===== src/rtl/sfifo_pkg.sv =====
package sfifo_pkg;
  localparam int unsigned DEF_DATA_W   = 12;
  localparam int unsigned DEF_DEPTH    = 8;
  localparam int unsigned DEF_CHAN_W   = 3;
  localparam int unsigned DEF_LIST_LEN = 8;
  localparam int unsigned N_QUARTERS   = 4;

  // effective interrupt depth: one entry in single shot, else (sel+1) quarters
  function automatic int unsigned eff_depth(input logic single, input logic [1:0] sel,
                                            input int unsigned depth);
    if (single) return 1;
    return ((int'(sel) + 1) * depth) / N_QUARTERS;
  endfunction
endpackage


===== src/rtl/sfifo_store.sv =====
module sfifo_store #(
  parameter int unsigned DATA_W = 12,
  parameter int unsigned DEPTH  = 8,
  localparam int unsigned AW    = (DEPTH > 1) ? $clog2(DEPTH) : 1,
  localparam int unsigned LW    = $clog2(DEPTH + 1)
) (
  input  logic              clk_i,
  input  logic              rst_ni,
  input  logic              clear_i,
  input  logic              push_i,
  input  logic [DATA_W-1:0] data_i,
  input  logic              pop_i,
  output logic [DATA_W-1:0] head_o,
  output logic [LW-1:0]     level_o,
  output logic              full_o,
  output logic              empty_o,
  output logic              overflow_o
);
  logic [DATA_W-1:0] mem_q [DEPTH];
  logic [AW-1:0]     wr_ptr_q, rd_ptr_q;
  logic [LW-1:0]     cnt_q;
  logic              ovf_q;
  logic              push_ok, pop_ok;

  assign full_o     = (cnt_q == LW'(DEPTH));
  assign empty_o    = (cnt_q == '0);
  assign push_ok    = push_i & ~full_o;
  assign pop_ok     = pop_i & ~empty_o;
  assign head_o     = mem_q[rd_ptr_q];
  assign level_o    = cnt_q;
  assign overflow_o = ovf_q;

  function automatic logic [AW-1:0] ptr_next(input logic [AW-1:0] p);
    return (p == AW'(DEPTH - 1)) ? '0 : p + 1'b1;
  endfunction

  always_ff @(posedge clk_i) begin
    if (push_ok && !clear_i) mem_q[wr_ptr_q] <= data_i;
  end

  always_ff @(posedge clk_i or negedge rst_ni) begin
    if (!rst_ni) begin
      wr_ptr_q <= '0;
      rd_ptr_q <= '0;
      cnt_q    <= '0;
      ovf_q    <= 1'b0;
    end else if (clear_i) begin
      wr_ptr_q <= '0;
      rd_ptr_q <= '0;
      cnt_q    <= '0;
      ovf_q    <= 1'b0;
    end else begin
      if (push_ok) wr_ptr_q <= ptr_next(wr_ptr_q);
      if (pop_ok)  rd_ptr_q <= ptr_next(rd_ptr_q);
      case ({push_ok, pop_ok})
        2'b10:   cnt_q <= cnt_q + 1'b1;
        2'b01:   cnt_q <= cnt_q - 1'b1;
        default: cnt_q <= cnt_q;
      endcase
      if (push_i && full_o) ovf_q <= 1'b1;
    end
  end

  AST_LEVEL_BOUND: assert property (@(posedge clk_i) disable iff (!rst_ni)
    cnt_q <= LW'(DEPTH)) else $error("level above depth");
  AST_DROP_WHEN_FULL: assert property (@(posedge clk_i) disable iff (!rst_ni)
    (full_o && push_i && !pop_i && !clear_i) |=> (full_o && overflow_o)) else $error("push into full");
  AST_OVF_STICKY: assert property (@(posedge clk_i) disable iff (!rst_ni)
    (overflow_o && !clear_i) |=> overflow_o) else $error("overflow lost");
  AST_EMPTY_READ: assert property (@(posedge clk_i) disable iff (!rst_ni)
    (empty_o && pop_i && !push_i && !clear_i) |=> empty_o) else $error("pop from empty");
  AST_CLEAR_EMPTIES: assert property (@(posedge clk_i) disable iff (!rst_ni)
    clear_i |=> (empty_o && !overflow_o)) else $error("clear incomplete");
endmodule


===== src/rtl/sfifo_level_mon.sv =====
module sfifo_level_mon #(
  parameter int unsigned DEPTH = 8,
  localparam int unsigned LW   = $clog2(DEPTH + 1)
) (
  input  logic          clk_i,
  input  logic          rst_ni,
  input  logic [LW-1:0] level_i,
  input  logic [LW-1:0] thr_i,
  output logic [3:0]    fill_o,
  output logic          irq_o
);
  for (genvar q = 0; q < 4; q++) begin : g_quarter
    localparam int unsigned QLVL = ((q + 1) * DEPTH) / 4;
    assign fill_o[q] = (level_i >= LW'(QLVL));
  end

  assign irq_o = (level_i >= thr_i);

  AST_FULL_IRQ: assert property (@(posedge clk_i) disable iff (!rst_ni)
    (level_i == LW'(DEPTH)) |-> irq_o) else $error("full without irq");
  AST_FLAGS_NEST: assert property (@(posedge clk_i) disable iff (!rst_ni)
    fill_o[3] |-> (fill_o[2] && fill_o[1] && fill_o[0])) else $error("flags not nested");
endmodule


===== src/rtl/sfifo_chan_seq.sv =====
module sfifo_chan_seq #(
  parameter int unsigned CHAN_W   = 3,
  parameter int unsigned LIST_LEN = 8,
  parameter int unsigned LW       = 4,
  localparam int unsigned PW      = (LIST_LEN > 1) ? $clog2(LIST_LEN) : 1
) (
  input  logic                       clk_i,
  input  logic                       rst_ni,
  input  logic                       clear_i,
  input  logic                       step_i,
  input  logic                       sweep_en_i,
  input  logic [CHAN_W-1:0]          fixed_i,
  input  logic [LIST_LEN*CHAN_W-1:0] list_i,
  input  logic [LW-1:0]              wrap_len_i,
  output logic [CHAN_W-1:0]          chan_o
);
  logic [PW-1:0] ptr_q;
  logic [PW:0]   ptr_inc;
  logic          wrap;

  assign ptr_inc = {1'b0, ptr_q} + 1'b1;
  assign wrap    = (32'(ptr_inc) >= 32'(wrap_len_i)) || (ptr_q == PW'(LIST_LEN - 1));
  assign chan_o  = sweep_en_i ? list_i[ptr_q*CHAN_W +: CHAN_W] : fixed_i;

  always_ff @(posedge clk_i or negedge rst_ni) begin
    if (!rst_ni)      ptr_q <= '0;
    else if (clear_i) ptr_q <= '0;
    else if (step_i)  ptr_q <= wrap ? '0 : ptr_inc[PW-1:0];
  end

  AST_PTR_CLEAR: assert property (@(posedge clk_i) disable iff (!rst_ni)
    clear_i |=> (ptr_q == '0)) else $error("sweep not rewound");
  AST_PTR_HOLD: assert property (@(posedge clk_i) disable iff (!rst_ni)
    (!step_i && !clear_i) |=> $stable(ptr_q)) else $error("sweep moved without strobe");
endmodule


===== src/rtl/sample_fifo_irq.sv =====
module sample_fifo_irq
  import sfifo_pkg::*;
#(
  parameter int unsigned DATA_W   = DEF_DATA_W,
  parameter int unsigned DEPTH    = DEF_DEPTH,
  parameter int unsigned CHAN_W   = DEF_CHAN_W,
  parameter int unsigned LIST_LEN = DEF_LIST_LEN,
  localparam int unsigned LW      = $clog2(DEPTH + 1)
) (
  input  logic                       clk_i,
  input  logic                       rst_ni,
  input  logic                       clear_i,
  input  logic                       conv_done_i,
  input  logic [DATA_W-1:0]          conv_data_i,
  input  logic [1:0]                 depth_sel_i,
  input  logic                       single_shot_i,
  input  logic                       sweep_en_i,
  input  logic [CHAN_W-1:0]          fixed_chan_i,
  input  logic [LIST_LEN*CHAN_W-1:0] sweep_list_i,
  input  logic                       rd_i,
  output logic [CHAN_W-1:0]          chan_o,
  output logic [DATA_W-1:0]          rd_data_o,
  output logic [LW-1:0]              level_o,
  output logic                       empty_o,
  output logic                       full_o,
  output logic [3:0]                 fill_o,
  output logic                       irq_o,
  output logic                       overflow_o
);
  logic [LW-1:0] thr;

  assign thr = LW'(eff_depth(single_shot_i, depth_sel_i, DEPTH));

  sfifo_store #(.DATA_W(DATA_W), .DEPTH(DEPTH)) i_store (
    .clk_i      (clk_i),
    .rst_ni     (rst_ni),
    .clear_i    (clear_i),
    .push_i     (conv_done_i),
    .data_i     (conv_data_i),
    .pop_i      (rd_i),
    .head_o     (rd_data_o),
    .level_o    (level_o),
    .full_o     (full_o),
    .empty_o    (empty_o),
    .overflow_o (overflow_o)
  );

  sfifo_level_mon #(.DEPTH(DEPTH)) i_level_mon (
    .clk_i   (clk_i),
    .rst_ni  (rst_ni),
    .level_i (level_o),
    .thr_i   (thr),
    .fill_o  (fill_o),
    .irq_o   (irq_o)
  );

  sfifo_chan_seq #(.CHAN_W(CHAN_W), .LIST_LEN(LIST_LEN), .LW(LW)) i_chan_seq (
    .clk_i      (clk_i),
    .rst_ni     (rst_ni),
    .clear_i    (clear_i),
    .step_i     (conv_done_i),
    .sweep_en_i (sweep_en_i),
    .fixed_i    (fixed_chan_i),
    .list_i     (sweep_list_i),
    .wrap_len_i (thr),
    .chan_o     (chan_o)
  );

  AST_SINGLE_IRQ: assert property (@(posedge clk_i) disable iff (!rst_ni)
    (single_shot_i && !empty_o) |-> irq_o) else $error("single shot irq missing");
endmodule


===== config.mk =====
export PLATFORM = sky130hd
export DESIGN_NAME = sample_fifo_irq
export DESIGN_NICKNAME = d
export VERILOG_FILES = /design/src/rtl/sfifo_pkg.sv /design/src/rtl/sfifo_store.sv /design/src/rtl/sfifo_level_mon.sv /design/src/rtl/sfifo_chan_seq.sv /design/src/rtl/sample_fifo_irq.sv
export SDC_FILE = /design/constraint.sdc
export NUM_CORES = 1
export LEC_CHECK = 0
export ABC_AREA = 0
export BUFFER_PORTS_ARGS = -buffer_cell sky130_fd_sc_hd__buf_4
export CAP_MARGIN = 20
export CORE_ASPECT_RATIO = 2
export CORE_MARGIN = 4
export CORE_UTILIZATION = 60
export CTS_CLUSTER_DIAMETER = 120
export DETAILED_ROUTE_END_ITERATION = 8
export HOLD_SLACK_MARGIN = 0.06
export PLACE_DENSITY = 0.83
export REMOVE_ABC_BUFFERS = 1
export SLEW_MARGIN = 20
export SYNTH_ARGS = -nofsm -noshare
export SYNTH_HDL_FRONTEND = slang
export SYNTH_SLANG_ARGS = --single-unit

===== constraint.sdc =====
create_clock -name clk_i -period 7.28 [get_ports clk_i]
set_clock_uncertainty 0.1 [all_clocks]
set_input_delay 0.364 -clock clk_i [delete_from_list [all_inputs] [get_ports clk_i]]
set_output_delay 0.364 -clock clk_i [all_outputs]
set_load 0.1 [all_outputs]

==> impl_results.html, run 1 <==
<table>
<tr><th>Metric</th><th>Value</th></tr>
<tr><th colspan="2">Outcome</th></tr>
<tr><td>Run status</td><td>complete, no violations</td></tr>
<tr><th colspan="2">Global routing</th></tr>
<tr><td>Global-route wire length before repair</td><td>around 16000 um</td></tr>
<tr><td>Largest net degree at the start of global routing</td><td>27</td></tr>
<tr><td>Number of global-route vias before repair</td><td>about 3k</td></tr>
<tr><td>Number of antenna violations at the first check in global routing</td><td>0</td></tr>
<tr><td>Residual overflow from global routing</td><td>0</td></tr>
<tr><td>Tot GR Track Use</td><td>0.218</td></tr>
<tr><th colspan="2">Clocking</th></tr>
<tr><td>Longest Clk Path Bufs</td><td>2</td></tr>
<tr><td>CTS resizes</td><td>0</td></tr>
<tr><td>Buffer cell driving the clock tree root</td><td>sky130_fd_sc_hd__clkbuf_16</td></tr>
<tr><td>Worst-path clk slew</td><td>about 0.06 ns</td></tr>
<tr><td>TritonCTS clock tree</td><td>built</td></tr>
<tr><td>Cts bufs inserted</td><td>9</td></tr>
<tr><td>Number of sinks on the clock net</td><td>110</td></tr>
<tr><td>H-tree levels</td><td>3</td></tr>
<tr><td>Clock insertion delay at the later pin of the skew report</td><td>0.34 ns</td></tr>
<tr><th colspan="2">Place</th></tr>
<tr><td>Worst slack, placed</td><td>~4.5 ns</td></tr>
<tr><td>Port Buf Inserts</td><td>74</td></tr>
<tr><td>Routability-driven placement congestion ratio</td><td>0.793</td></tr>
<tr><td>DP Wirelength</td><td>about 7000 um</td></tr>
<tr><th colspan="2">Critical path</th></tr>
<tr><td>Critical Path Start Type</td><td>flop</td></tr>
<tr><td>Startpoint of the most critical setup path</td><td>i_store.rd_ptr_q[0]</td></tr>
<tr><td>CP Data Required Time</td><td>6.82 ns</td></tr>
<tr><td>Destination of the critical timing path</td><td>rd_data_o[10]</td></tr>
<tr><td>Capturing point of the worst reg2reg path</td><td>i_store.level_o[2]</td></tr>
<tr><td>Worst Path Max Fanout</td><td>22</td></tr>
<tr><td>Critical path class</td><td>flop to output pin</td></tr>
<tr><td>Top cell by count, worst path</td><td>sky130_fd_sc_hd__buf_4</td></tr>
<tr><td>Crit path largest cell delay</td><td>0.57 ns</td></tr>
<tr><td>Critical Path, Cell by Cell</td><td>buf_4 -&gt; mux4_2 -&gt; mux2_2 -&gt; buf_4</td></tr>
<tr><td>Reg-to-reg setup timing slack</td><td>4.50 ns</td></tr>
<tr><td>Worst reg2reg startpoint</td><td>i_store.level_o[1]</td></tr>
<tr><td>Arrival @ worst endpoint</td><td>2.41 ns</td></tr>
<tr><td>R2R depth</td><td>8</td></tr>
<tr><td>Master of the slowest instance on the critical path</td><td>sky130_fd_sc_hd__mux4_2</td></tr>
<tr><td>Crit. End Element</td><td>output pin</td></tr>
<tr><th colspan="2">STA</th></tr>
<tr><td>Min cycle time layout</td><td>2.88 ns</td></tr>
<tr><td>Setup violation total in the final timing report</td><td>0</td></tr>
<tr><td>Least-Margin Pin Slew</td><td>0.751 ns</td></tr>
<tr><td>Final hold vios</td><td>0</td></tr>
<tr><td>Fmax</td><td>348 MHz</td></tr>
<tr><td>Total Neg Setup Slack</td><td>0 ns</td></tr>
<tr><td>Relative slew margins</td><td>0.499</td></tr>
<tr><td>Unrepaired setup endpoints after global routing</td><td>false</td></tr>
<tr><td>Min Hold Slack</td><td>between 0.15 and 0.2 ns</td></tr>
<tr><td>Number of pins exceeding their max-slew limit in the final report</td><td>0</td></tr>
<tr><td>Final worst path period share</td><td>0.395</td></tr>
<tr><td>Final Worst Setup Slack</td><td>between 4 and 5 ns</td></tr>
<tr><th colspan="2">Layout</th></tr>
<tr><td>Layout-stage area growth over the synthesis result</td><td>18.1%</td></tr>
<tr><td>Core occupancy in the finished layout</td><td>0.735</td></tr>
<tr><td>Antenna diodes</td><td>0</td></tr>
<tr><td>Layout cells sized above 1</td><td>0.374</td></tr>
<tr><td>Total Nets Final</td><td>436</td></tr>
<tr><th colspan="2">Yosys</th></tr>
<tr><td>Count of warnings emitted by yosys</td><td>0</td></tr>
<tr><td>Cell Area, Synth</td><td>0.00501 sq mm</td></tr>
<tr><td>Total of flip-flops plus latches after synthesis</td><td>between 100 and 150</td></tr>
<tr><td>Library cells used by synthesis</td><td>40</td></tr>
<tr><td>Sequential area share after synthesis</td><td>0.645</td></tr>
<tr><td>Syn Inst Count</td><td>298</td></tr>
<tr><td>Top_reg_cell synth</td><td>sky130_fd_sc_hd__edfxtp_1</td></tr>
<tr><td>Share of async-settable or async-resettable flops after synthesis</td><td>0.127</td></tr>
<tr><td>Avg Cell Area, Syn</td><td>~17 sq um</td></tr>
<tr><td>Number of enable-type register cells in the synthesized netlist</td><td>96</td></tr>
<tr><th colspan="2">Power</th></tr>
<tr><td>Worst vdd ir</td><td>270 uV</td></tr>
<tr><td>Design Power</td><td>1.85 mW</td></tr>
<tr><td>Reported leakage power</td><td>2.22 nW</td></tr>
<tr><td>Power density relative to cell area</td><td>312 mW/mm^2</td></tr>
<tr><th colspan="2">Flow run</th></tr>
<tr><td>Total of max-cap violations</td><td>0</td></tr>
<tr><th colspan="2">Floorplan</th></tr>
<tr><td>Vertical extent of the die</td><td>137 um</td></tr>
<tr><td>Area of the core region</td><td>0.00806 sq mm</td></tr>
<tr><td>Die footprint</td><td>0.00997 sq mm</td></tr>
<tr><td>Effective utilization at floorplan</td><td>0.622</td></tr>
<tr><td>Number of ports placed on the die boundary</td><td>between 70 and 80</td></tr>
<tr><td>Chip Width</td><td>72.6 um</td></tr>
<tr><td>Cell row count</td><td>46</td></tr>
<tr><th colspan="2">Routing</th></tr>
<tr><td>Number of DRC markers in iteration 0</td><td>186</td></tr>
<tr><td>Wirelength, routed</td><td>between 9000 and 10000 um</td></tr>
<tr><td>Via count of the routed design</td><td>2847</td></tr>
<tr><td>Router iterations before antenna repair</td><td>4</td></tr>
<tr><td>Remaining routing DRC violations</td><td>0</td></tr>
<tr><td>Count of nets left with antenna violations after detail routing</td><td>0</td></tr>
<tr><td>Via density per instance</td><td>6.02</td></tr>
<tr><td>Average wire per cell in the routed design</td><td>21.1 um</td></tr>
<tr><th colspan="2">Hold path</th></tr>
<tr><td>Hold crit path type</td><td>input port to flop</td></tr>
</table>
[per-stage QoR]
step,std cells,instance area (sq um)
after floorplan,281,4930
after global placement,456,5640
after detailed placement,456,5640
after CTS,473,5910
after global routing,473,5920
final,473,5920
[what timing repair did]
item	in CTS	in global routing
hold endpoints to repair	14	0
buffers inserted	0	0
hold buffers	1	0
[power breakdown]
group          switching [mW]  internal (mW)
Clock                   0.198          0.229
Sequential             0.0461          0.703
Combinational           0.450          0.223
[placed cells by master, fill, tap and decap left out, drive strengths merged, types with 2 or more instances in the layout]
cell type  count
a21o           4
or2            2
clkbuf        11
a22oi          3
mux4          27
inv            7
nand2         10
mux2i         10
mux2          13
o211ai         6
xor2           2
and3           3
or3            2
buf           79
clkinv         4
ha            16
dfrtp         14
nor2          18
nor3           5
nand2b         6
edfxtp        96
a21oi         11
and4b          3
nor2b          3
nor3b          2
o21ai          4
nand3          3
[metal layers]
layer / vias up / wire [um] / global-route usage
li1: 1329 / - / -
met2: 81 / 5910 / 0.413
met4: 0 / 145 / 0.0760
met3: 9 / 419 / 0.0336
met5: - / 0 / 0
met1: 1428 / 3500 / 0.241
[kinds of logic after synthesis]
group / synth area share
AND/OR/NAND/NOR: 0.0707
AO/OA/AOI/OAI: 0.0462
flip-flops: 0.645
adder cells (fa/ha/maj): 0.0399
multiplexers: 0.171
buffers and inverters: 0.0222
XOR/XNOR: 0.00524
[critical path, delay by kind of cell (launching register included)]
kind / cells / cell delay (ns)
buffers and inverters: 2 / 0.70
DFF: 1 / 0.50
muxes: 2 / 0.86
[worst min-delay path by stage]
stage / slack [ns] / depth (start not counted) / endpoint / from
final: 0.16 / 1 / i_store.mem_q[1][9] / conv_data_i[9]
after global routing: 0.16 / 1 / i_store.mem_q[3][2] / conv_data_i[2]
after CTS: 0.15 / 1 / i_store.mem_q[1][9] / conv_data_i[9]
after detailed placement: 0.13 / 1 / i_chan_seq.ptr_q[1] / rst_ni
after global placement: 0.13 / 1 / i_chan_seq.ptr_q[2] / rst_ni
after floorplan: -0.03 / 0 / i_chan_seq.ptr_q[0] / rst_ni
[cells in the mapped netlist (2+ instances only)]
master                     number  area share
sky130_fd_sc_hd__a21o_1         4      0.0060
sky130_fd_sc_hd__a21oi_1       11       0.011
sky130_fd_sc_hd__a22oi_1        3      0.0045
sky130_fd_sc_hd__and3_1         3      0.0037
sky130_fd_sc_hd__and4b_1        3      0.0060
sky130_fd_sc_hd__buf_2          5      0.0050
sky130_fd_sc_hd__buf_6          2      0.0045
sky130_fd_sc_hd__clkbuf_1      10      0.0075
sky130_fd_sc_hd__dfrtp_1       14       0.070
sky130_fd_sc_hd__edfxtp_1      96        0.58
sky130_fd_sc_hd__ha_1          16       0.040
sky130_fd_sc_hd__inv_1          7      0.0052
sky130_fd_sc_hd__mux2_2        12       0.027
sky130_fd_sc_hd__mux2i_1       10       0.020
sky130_fd_sc_hd__mux4_2        27        0.12
sky130_fd_sc_hd__nand2_1        9      0.0067
sky130_fd_sc_hd__nand2b_1       6      0.0075
sky130_fd_sc_hd__nand3_1        3      0.0030
sky130_fd_sc_hd__nor2_1        18       0.013
sky130_fd_sc_hd__nor2b_1        3      0.0037
sky130_fd_sc_hd__nor3_1         5      0.0050
sky130_fd_sc_hd__nor3b_1        2      0.0030
sky130_fd_sc_hd__o211ai_1       6      0.0090
sky130_fd_sc_hd__o21ai_0        4      0.0040
sky130_fd_sc_hd__or2_2          2      0.0025
sky130_fd_sc_hd__or3_1          2      0.0025
sky130_fd_sc_hd__xor2_1         2      0.0035
[final cells by class]
type / count / area (sq um)
Clock buffer: 11 / 233
Multi-Input combinational cell: 164 / 1680
Fill cell: 519 / 2140
Tap cell: 96 / 120
Sequential cell: 110 / 3230
Inverter: 7 / 26.3
Timing Repair Buffer: 80 / 603
Clock inverter: 5 / 26.3
[flip-flops by register name, summed over array words and instances (netlist names)]
signal and count:
i_store.overflow_o 1, i_store.level_o 4, i_store.rd_ptr_q 3, i_chan_seq.ptr_q 3
i_store.mem_q 96, i_store.wr_ptr_q 3
No activity file was read; power rests on OpenSTA's default activity.
==> inputs of run 2 (changes only) <==
--- a/config.mk
+++ b/config.mk
@@ -10,11 +10,11 @@
 export CAP_MARGIN = 20
 export CORE_ASPECT_RATIO = 2
 export CORE_MARGIN = 4
-export CORE_UTILIZATION = 60
+export CORE_UTILIZATION = 57
 export CTS_CLUSTER_DIAMETER = 120
 export DETAILED_ROUTE_END_ITERATION = 8
 export HOLD_SLACK_MARGIN = 0.06
-export PLACE_DENSITY = 0.83
+export PLACE_DENSITY = 0.8
 export REMOVE_ABC_BUFFERS = 1
 export SLEW_MARGIN = 20
 export SYNTH_ARGS = -nofsm -noshare
==> constraint.sdc (replaced) <==
create_clock -name clk_i -period 2.7 [get_ports clk_i]
set_clock_uncertainty 0.1 [all_clocks]
set_input_delay 0.135 -clock clk_i [delete_from_list [all_inputs] [get_ports clk_i]]
set_output_delay 0.135 -clock clk_i [all_outputs]
set_load 0.1 [all_outputs]
==> run 2 against run 1 <==
Flip-flop and latch count is the same; largest power group is now combinational logic; largest cell class unchanged; via count grew 5.0%; first-iteration DRC count grew 11%; critical path depth is the same; worst hold slack lost 0.082 ns; wire length shrank 1.7%.
==> impl_results.html, run 2 (same netlist as run 1, synthesis figures left out) <==
<table>
<tr><th>Metric</th><th>Value</th></tr>
<tr><th colspan="2">Routing</th></tr>
<tr><td>Router iterations before antenna repair</td><td>4 (unchanged)</td></tr>
<tr><td>Number of DRC markers in iteration 0</td><td>207 (+11%)</td></tr>
<tr><td>Routed metal-1 wire length</td><td>3390 um (-3.0%)</td></tr>
<tr><td>Remaining routing DRC violations</td><td>0 (unchanged)</td></tr>
<tr><td>Average wire per cell in the routed design</td><td>19.5 um (-7.4%)</td></tr>
<tr><td>Count of nets left with antenna violations after detail routing</td><td>0 (unchanged)</td></tr>
<tr><td>Wire length on met3</td><td>416 um (-0.72%)</td></tr>
<tr><td>Via count of the routed design</td><td>2989 (+5.0%)</td></tr>
<tr><td>Met2 wire length</td><td>5760 um (-2.5%)</td></tr>
<tr><td>Wirelength, routed</td><td>9800 um (-1.7%)</td></tr>
<tr><td>Via density per instance</td><td>5.95 (-1.1%)</td></tr>
<tr><td>Highest Signal Layer</td><td>met4</td></tr>
<tr><th colspan="2">Critical path</th></tr>
<tr><td>CP Data Required Time</td><td>2.47 ns (-4.35 ns)</td></tr>
<tr><td>Master of the slowest instance on the critical path</td><td>sky130_fd_sc_hd__dfrtp_1</td></tr>
<tr><td>Startpoint of the most critical setup path</td><td>i_chan_seq.ptr_q[0]</td></tr>
<tr><td>Worst reg2reg startpoint</td><td>i_store.level_o[0]</td></tr>
<tr><td>Critical Path Start Type</td><td>flop</td></tr>
<tr><td>Critical Path, Cell by Cell</td><td>mux4_2 -&gt; o211ai_1 -&gt; o21ai_0 -&gt; buf_4</td></tr>
<tr><td>Worst Path Max Fanout</td><td>15 (-32%)</td></tr>
<tr><td>Kind of cell adding the most delay to the critical path</td><td>flip-flops</td></tr>
<tr><td>Arrival @ worst endpoint</td><td>2.20 ns (-0.21 ns)</td></tr>
<tr><td>Crit path largest cell delay</td><td>0.76 ns (+0.19 ns)</td></tr>
<tr><td>Critical path class</td><td>flop to output pin</td></tr>
<tr><td>Reg-to-reg setup timing slack</td><td>0.33 ns (-4.17 ns)</td></tr>
<tr><td>Crit path buf inv count</td><td>1 (-1)</td></tr>
<tr><td>R2R depth</td><td>8 (unchanged)</td></tr>
<tr><td>Crit. End Element</td><td>output pin</td></tr>
<tr><td>Capturing point of the worst reg2reg path</td><td>i_store.level_o[2]</td></tr>
<tr><th colspan="2">Place</th></tr>
<tr><td>Routability-driven placement congestion ratio</td><td>0.803 (+1.2%)</td></tr>
<tr><td>Worst slack, placed</td><td>0.312 ns (-4.18 ns)</td></tr>
<tr><td>DP Wirelength</td><td>6770 um (-3.3%)</td></tr>
<tr><td>Port Buf Inserts</td><td>74 (unchanged)</td></tr>
<tr><th colspan="2">Power</th></tr>
<tr><td>Power density relative to cell area</td><td>820 mW/mm^2 (+160%)</td></tr>
<tr><td>Worst vdd ir</td><td>926 uV (+240%)</td></tr>
<tr><td>Reported leakage power</td><td>2.34 nW (+5.4%)</td></tr>
<tr><td>Design Power</td><td>5.04 mW (+170%)</td></tr>
<tr><th colspan="2">Layout</th></tr>
<tr><td>Antenna diodes</td><td>0 (unchanged)</td></tr>
<tr><td>Layout cells sized above 1</td><td>0.366 (-0.00833)</td></tr>
<tr><td>Total Nets Final</td><td>462 (+6.0%)</td></tr>
<tr><td>Most frequent standard cell in the layout excluding fill and tap cells</td><td>sky130_fd_sc_hd__edfxtp_1</td></tr>
<tr><td>Max FFs per register</td><td>96 (unchanged)</td></tr>
<tr><td>Most frequent cells in the layout</td><td>96 x sky130_fd_sc_hd__edfxtp_1, 91 x sky130_fd_sc_hd__buf_4, 27 x sky130_fd_sc_hd__mux4_2</td></tr>
<tr><td>Filler cell count</td><td>570 (+9.8%)</td></tr>
<tr><td>Most flops, register</td><td>i_store.mem_q</td></tr>
<tr><td>Layout-stage area growth over the synthesis result</td><td>22.6%</td></tr>
<tr><th colspan="2">STA</th></tr>
<tr><td>Final Worst Setup Slack</td><td>0.264 ns (-4.14 ns)</td></tr>
<tr><td>Fmax</td><td>411 MHz</td></tr>
<tr><td>Number of pins exceeding their max-slew limit in the final report</td><td>0 (unchanged)</td></tr>
<tr><td>Unrepaired setup endpoints after global routing</td><td>false</td></tr>
<tr><td>Total Neg Setup Slack</td><td>0 ns (unchanged)</td></tr>
<tr><td>Least-Margin Pin Slew</td><td>0.703 ns (-0.0476 ns)</td></tr>
<tr><td>Min cycle time layout</td><td>2.44 ns</td></tr>
<tr><td>Relative slew margins</td><td>0.531 (+0.0317)</td></tr>
<tr><td>Final worst path period share</td><td>0.902</td></tr>
<tr><td>Setup violation total in the final timing report</td><td>0 (unchanged)</td></tr>
<tr><td>Final hold vios</td><td>0 (unchanged)</td></tr>
<tr><th colspan="2">Clocking</th></tr>
<tr><td>Number of setup buffers added after CTS</td><td>0 (unchanged)</td></tr>
<tr><td>Worst-path clk slew</td><td>0.06 ns (about the same)</td></tr>
<tr><td>TritonCTS clock tree</td><td>built</td></tr>
<tr><td>Longest Clk Path Bufs</td><td>2 (unchanged)</td></tr>
<tr><td>Number of sinks on the clock net</td><td>110 (unchanged)</td></tr>
<tr><td>Cts bufs inserted</td><td>9 (unchanged)</td></tr>
<tr><td>Clock insertion delay at the later pin of the skew report</td><td>0.34 ns (about the same)</td></tr>
<tr><td>H-tree levels</td><td>3 (unchanged)</td></tr>
<tr><td>Buffer cell driving the clock tree root</td><td>sky130_fd_sc_hd__clkbuf_16</td></tr>
<tr><th colspan="2">Floorplan</th></tr>
<tr><td>Number of ports placed on the die boundary</td><td>75 (unchanged)</td></tr>
<tr><td>Area of the core region</td><td>0.00859 sq mm (+6.6%)</td></tr>
<tr><td>Die footprint</td><td>0.0104 sq mm (+4.8%)</td></tr>
<tr><td>Effective utilization at floorplan</td><td>0.583 (-0.0384)</td></tr>
<tr><td>Chip Width</td><td>74.3 um (+2.3%)</td></tr>
<tr><td>Cell row count</td><td>48 (+4.3%)</td></tr>
<tr><td>Vertical extent of the die</td><td>141 um (+2.4%)</td></tr>
<tr><th colspan="2">Global routing</th></tr>
<tr><td>Largest net degree at the start of global routing</td><td>25 (-7.4%)</td></tr>
<tr><td>Residual overflow from global routing</td><td>0 (unchanged)</td></tr>
<tr><td>Number of antenna violations at the first check in global routing</td><td>0 (unchanged)</td></tr>
<tr><td>Tot GR Track Use</td><td>0.203 (-0.0149)</td></tr>
<tr><td>Number of global-route vias before repair</td><td>3075 (+0.92%)</td></tr>
<tr><td>Global-route wire length before repair</td><td>15600 um (-1.9%)</td></tr>
<tr><th colspan="2">Hold path</th></tr>
<tr><td>Hold crit path type</td><td>input port to asynchronous set/reset pin</td></tr>
<tr><th colspan="2">Flow run</th></tr>
<tr><td>Total of max-cap violations</td><td>0 (unchanged)</td></tr>
<tr><th colspan="2">Outcome</th></tr>
<tr><td>Run status</td><td>complete, no violations</td></tr>
</table>
==> run 2: layer usage <==
| layer | vias to the layer above | track usage |
|---|---|---|
| li1 | 1374 | - |
| met1 | 1518 | 0.223 |
| met2 | 80 | 0.379 |
| met3 | 17 | 0.0335 |
| met4 | 0 | 0.0750 |
| met5 | - | 0 |
==> run 2: worst max path at each step <==
stage                               to  slack [ns]  cells past startpoint
finish                       chan_o[0]        0.26                      4
floorplan                      empty_o       -1.69                      2
detailed placement  i_store.level_o[2]        0.31                      8
global placement    i_store.level_o[2]        0.46                      8
CTS                          chan_o[0]        0.21                      4
global route                 chan_o[1]        0.10                      4
==> run 2: area by class of cell <==
type / instances / area [sq um] / area share
clock buffer: 11 / 233 / 0.0379
timing repair buffer: 106 / 833 / 0.136
inverter: 7 / 26.3 / 0.00428
multi-input combinational: 164 / 1670 / 0.271
clock inverter: 4 / 25.0 / 0.00407
tap: 100 / 125 / 0.0204
sequential: 110 / 3230 / 0.526
==> run 2: timing repair <==
item,in CTS,in global routing
hold buffers,15,0
endpoints found under the hold margin,121,0
resized for setup,0,0
==> run 2: where the power goes <==
group | leakage (nW) | internal [mW] | switching, mW | total [mW]
clock | 0.123 | 0.617 | 0.530 | 1.15
combinational | 1.16 | 0.652 | 1.30 | 1.96
sequential | 1.06 | 1.90 | 0.0379 | 1.93
total | 2.34 | 3.16 | 1.87 | 5.04
==> run 2: metrics by stage <==
stage / std cells / area, sq um / hold WS (ns) / utilization
global placement: 472 / 5730 / -0.106 / 0.668
CTS: 502 / 6140 / 0.0686 / 0.715
finish: 502 / 6140 / 0.0753 / 0.715
floorplan: 281 / 4930 / -0.261 / -
detailed placement: 472 / 5730 / -0.103 / 0.668
global route: 502 / 6140 / 0.0922 / 0.715
==> inputs of run 3 (changes only) <==
--- a/config.mk
+++ b/config.mk
@@ -10,11 +10,10 @@
 export CAP_MARGIN = 20
 export CORE_ASPECT_RATIO = 2
 export CORE_MARGIN = 4
-export CORE_UTILIZATION = 57
+export CORE_UTILIZATION = 42
 export CTS_CLUSTER_DIAMETER = 120
 export DETAILED_ROUTE_END_ITERATION = 8
 export HOLD_SLACK_MARGIN = 0.06
-export PLACE_DENSITY = 0.8
 export REMOVE_ABC_BUFFERS = 1
 export SLEW_MARGIN = 20
 export SYNTH_ARGS = -nofsm -noshare
==> run 3 against run 2 <==
Sequential share of layout area decreased by 1.4 points; register-to-register slack gained 0.05 ns; core utilization is 18 points lower; setup slack worse by 0.055 ns; first-iteration DRC count is 43% lower; largest cell class unchanged.
==> impl_results.html, run 3 (same netlist as run 1, synthesis figures left out) <==
<table>
<tr><th>Metric</th><th>Value</th></tr>
<tr><th colspan="2">Floorplan</th></tr>
<tr><td>Effective utilization at floorplan</td><td>0.428 (-0.155)</td></tr>
<tr><td>Die footprint</td><td>0.0138 sq mm (+33%)</td></tr>
<tr><td>Area of the core region</td><td>0.0117 sq mm (+36%)</td></tr>
<tr><td>Vertical extent of the die</td><td>162 um (+16%)</td></tr>
<tr><td>Chip Width</td><td>85.2 um (+15%)</td></tr>
<tr><td>Cell row count</td><td>56 (+17%)</td></tr>
<tr><td>Number of ports placed on the die boundary</td><td>75 (unchanged)</td></tr>
<tr><th colspan="2">STA</th></tr>
<tr><td>Final hold vios</td><td>0 (unchanged)</td></tr>
<tr><td>Setup violation total in the final timing report</td><td>0 (unchanged)</td></tr>
<tr><td>Final worst path period share</td><td>0.923 (+0.0205)</td></tr>
<tr><td>Unrepaired setup endpoints after global routing</td><td>false</td></tr>
<tr><td>Fmax</td><td>401 MHz (-2.2%)</td></tr>
<tr><td>Relative slew margins</td><td>0.504 (-0.0274)</td></tr>
<tr><td>Number of pins exceeding their max-slew limit in the final report</td><td>0 (unchanged)</td></tr>
<tr><td>Least-Margin Pin Slew</td><td>0.745 ns (+0.0411 ns)</td></tr>
<tr><td>Min cycle time layout</td><td>2.49 ns (+0.0552 ns)</td></tr>
<tr><th colspan="2">Layout</th></tr>
<tr><td>Most frequent cells in the layout</td><td>96 x sky130_fd_sc_hd__edfxtp_1, 91 x sky130_fd_sc_hd__buf_4, 27 x sky130_fd_sc_hd__mux4_2</td></tr>
<tr><td>Post-route cell area</td><td>0.00631 sq mm (+2.7%)</td></tr>
<tr><td>Most frequent standard cell in the layout excluding fill and tap cells</td><td>sky130_fd_sc_hd__edfxtp_1</td></tr>
<tr><td>Non-filler instance count after layout</td><td>548 (+9.2%)</td></tr>
<tr><td>Max FFs per register</td><td>96 (unchanged)</td></tr>
<tr><td>Total Nets Final</td><td>462 (unchanged)</td></tr>
<tr><td>Filler cell count</td><td>958 (+68%)</td></tr>
<tr><td>Most flops, register</td><td>i_store.mem_q</td></tr>
<tr><td>Layout-stage area growth over the synthesis result</td><td>25.9%</td></tr>
<tr><td>Layout cells sized above 1</td><td>0.372 (+0.00654)</td></tr>
<tr><td>Antenna diodes</td><td>0 (unchanged)</td></tr>
<tr><th colspan="2">Clocking</th></tr>
<tr><td>H-tree levels</td><td>3 (unchanged)</td></tr>
<tr><td># hold bufs at CTS</td><td>15 (unchanged)</td></tr>
<tr><td>Cts bufs inserted</td><td>9 (unchanged)</td></tr>
<tr><td>CTS resizes</td><td>0 (unchanged)</td></tr>
<tr><td>TritonCTS clock tree</td><td>built</td></tr>
<tr><td>Buffer cell driving the clock tree root</td><td>sky130_fd_sc_hd__clkbuf_16</td></tr>
<tr><td>Number of sinks on the clock net</td><td>110 (unchanged)</td></tr>
<tr><td>Worst-path clk slew</td><td>0.07 ns (about the same)</td></tr>
<tr><td>Number of setup buffers added after CTS</td><td>0 (unchanged)</td></tr>
<tr><td>Longest Clk Path Bufs</td><td>2 (unchanged)</td></tr>
<tr><td>Clock insertion delay at the later pin of the skew report</td><td>0.34 ns (about the same)</td></tr>
<tr><th colspan="2">Global routing</th></tr>
<tr><td>Number of antenna violations at the first check in global routing</td><td>0 (unchanged)</td></tr>
<tr><td>Number of global-route vias before repair</td><td>3105 (+0.98%)</td></tr>
<tr><td>Residual overflow from global routing</td><td>0 (unchanged)</td></tr>
<tr><td>Global-route wire length before repair</td><td>16200 um (+4.4%)</td></tr>
<tr><td>Largest net degree at the start of global routing</td><td>27 (+8.0%)</td></tr>
<tr><td>Tot GR Track Use</td><td>0.154 (-0.0496)</td></tr>
<tr><th colspan="2">Routing</th></tr>
<tr><td>Remaining routing DRC violations</td><td>0 (unchanged)</td></tr>
<tr><td>Average wire per cell in the routed design</td><td>18.3 um (-6.1%)</td></tr>
<tr><td>Router iterations before antenna repair</td><td>4 (unchanged)</td></tr>
<tr><td>Wirelength, routed</td><td>10000 um (+2.5%)</td></tr>
<tr><td>Via count of the routed design</td><td>2937 (-1.7%)</td></tr>
<tr><td>Count of nets left with antenna violations after detail routing</td><td>0 (unchanged)</td></tr>
<tr><td>Number of DRC markers in iteration 0</td><td>118 (-43%)</td></tr>
<tr><td>Via density per instance</td><td>5.36 (-10%)</td></tr>
<tr><th colspan="2">Critical path</th></tr>
<tr><td>Master of the slowest instance on the critical path</td><td>sky130_fd_sc_hd__dfrtp_1</td></tr>
<tr><td>Critical Path, Cell by Cell</td><td>mux4_2 -&gt; o211ai_1 -&gt; o21ai_0 -&gt; buf_4</td></tr>
<tr><td>Capturing point of the worst reg2reg path</td><td>i_store.level_o[2]</td></tr>
<tr><td>Kind of cell adding the most delay to the critical path</td><td>flip-flops</td></tr>
<tr><td>Worst Path Max Fanout</td><td>15 (unchanged)</td></tr>
<tr><td>Worst reg2reg startpoint</td><td>i_store.level_o[0]</td></tr>
<tr><td>Crit path buf inv count</td><td>1 (unchanged)</td></tr>
<tr><td>Reg-to-reg setup timing slack</td><td>0.38 ns (+0.05 ns)</td></tr>
<tr><td>Arrival @ worst endpoint</td><td>2.26 ns (+0.06 ns)</td></tr>
<tr><td>Critical path class</td><td>flop to output pin</td></tr>
<tr><td>Crit path largest cell delay</td><td>0.78 ns (+0.02 ns)</td></tr>
<tr><td>Critical Path Start Type</td><td>flop</td></tr>
<tr><td>R2R depth</td><td>8 (unchanged)</td></tr>
<tr><td>CP Data Required Time</td><td>2.47 ns (about the same)</td></tr>
<tr><td>Crit. End Element</td><td>output pin</td></tr>
<tr><th colspan="2">Hold path</th></tr>
<tr><td>Hold crit path type</td><td>input port to asynchronous set/reset pin</td></tr>
<tr><th colspan="2">Place</th></tr>
<tr><td>DP Wirelength</td><td>6920 um (+2.2%)</td></tr>
<tr><td>Port Buf Inserts</td><td>74 (unchanged)</td></tr>
<tr><td>Placed Area</td><td>0.00579 sq mm (+0.98%)</td></tr>
<tr><td>Routability-driven placement congestion ratio</td><td>0.756 (-5.8%)</td></tr>
<tr><td>Cell count after placement</td><td>517 (+9.5%)</td></tr>
<tr><th colspan="2">Power</th></tr>
<tr><td>Power density relative to cell area</td><td>866 mW/mm^2 (+5.6%)</td></tr>
<tr><td>Reported leakage power</td><td>2.40 nW (+2.3%)</td></tr>
<tr><td>Worst vdd ir</td><td>732 uV (-21%)</td></tr>
<tr><td>Design Power</td><td>5.46 mW (+8.4%)</td></tr>
<tr><th colspan="2">Flow run</th></tr>
<tr><td>Total of max-cap violations</td><td>0 (unchanged)</td></tr>
<tr><th colspan="2">Outcome</th></tr>
<tr><td>Run status</td><td>complete, no violations</td></tr>
</table>
run 3: cell count changes in the layout (fill, tap and decap cells not counted):
cell,change
sky130_fd_sc_hd__clkinvlp_4,-1
sky130_fd_sc_hd__clkinv_2,-1
sky130_fd_sc_hd__clkbuf_1,-2
sky130_fd_sc_hd__bufinv_16,+4
sky130_fd_sc_hd__clkinv_4,-1
sky130_fd_sc_hd__inv_6,+2
run 3: final cells by class:
type	instances	area, sq um	area share
clock inverters	7	141	0.0224
repair buffers	106	833	0.132
flip-flops and latches	110	3230	0.513
inverters	7	26.3	0.00417
clock buffers	9	225	0.0357
well taps	145	181	0.0288
multi-input cells	164	1670	0.264
run 3: where the power goes:
| part | internal, mW | switching (mW) | total (mW) | leakage (nW) |
|---|---|---|---|---|
| Combinational | 0.651 | 1.30 | 1.95 | 1.16 |
| Clock | 1.00 | 0.573 | 1.58 | 0.178 |
| Sequential | 1.89 | 0.0356 | 1.93 | 1.06 |
run 3: per-layer routing:
| metal | GRT usage | share of wire | up-vias |
|---|---|---|---|
| met5 | 0 | 0 | - |
| met4 | 0.0562 | 0.017 | 0 |
| met3 | 0.0238 | 0.029 | 10 |
| met2 | 0.292 | 0.58 | 59 |
| met1 | 0.168 | 0.38 | 1490 |
| li1 | - | - | 1378 |
run 3: how the worst max path moves through the flow:
stage	startpoint	to	slack, ns	cells after the start
after floorplan	i_store.level_o[3]	empty_o	-1.69	2
after global placement	i_store.level_o[0]	i_store.level_o[2]	0.42	8
after detailed placement	i_store.level_o[0]	i_store.level_o[2]	0.36	8
after CTS	i_chan_seq.ptr_q[0]	chan_o[2]	0.17	4
after global routing	i_chan_seq.ptr_q[0]	chan_o[0]	0.04	4
final	i_chan_seq.ptr_q[0]	chan_o[2]	0.21	4
run 3: per-stage QoR:
stage	hold slack (ns)	setup WS, ns	TNS (ns)	utilization
6_report	0.0979	0.209	0	0.539
5_1_grt	0.0962	0.0419	0	0.539
4_1_cts	0.0787	0.169	0	0.539
3_5_place_dp	-0.0959	0.356	0	0.495
3_3_place_gp	-0.0993	0.423	0	0.495
2_1_floorplan	-0.261	-1.69	-53.13	-
run 3: worst reg2reg max path, delay by kind of cell (launching register included):
family / cells / cell delay (ns)
adder cells (fa/ha/maj): 1 / 0.20
multiplexers: 2 / 0.49
flip-flops: 1 / 0.38
XOR/XNOR: 1 / 0.09
AND/OR/NAND/NOR: 2 / 0.65
AO/OA/AOI/OAI: 2 / 0.31
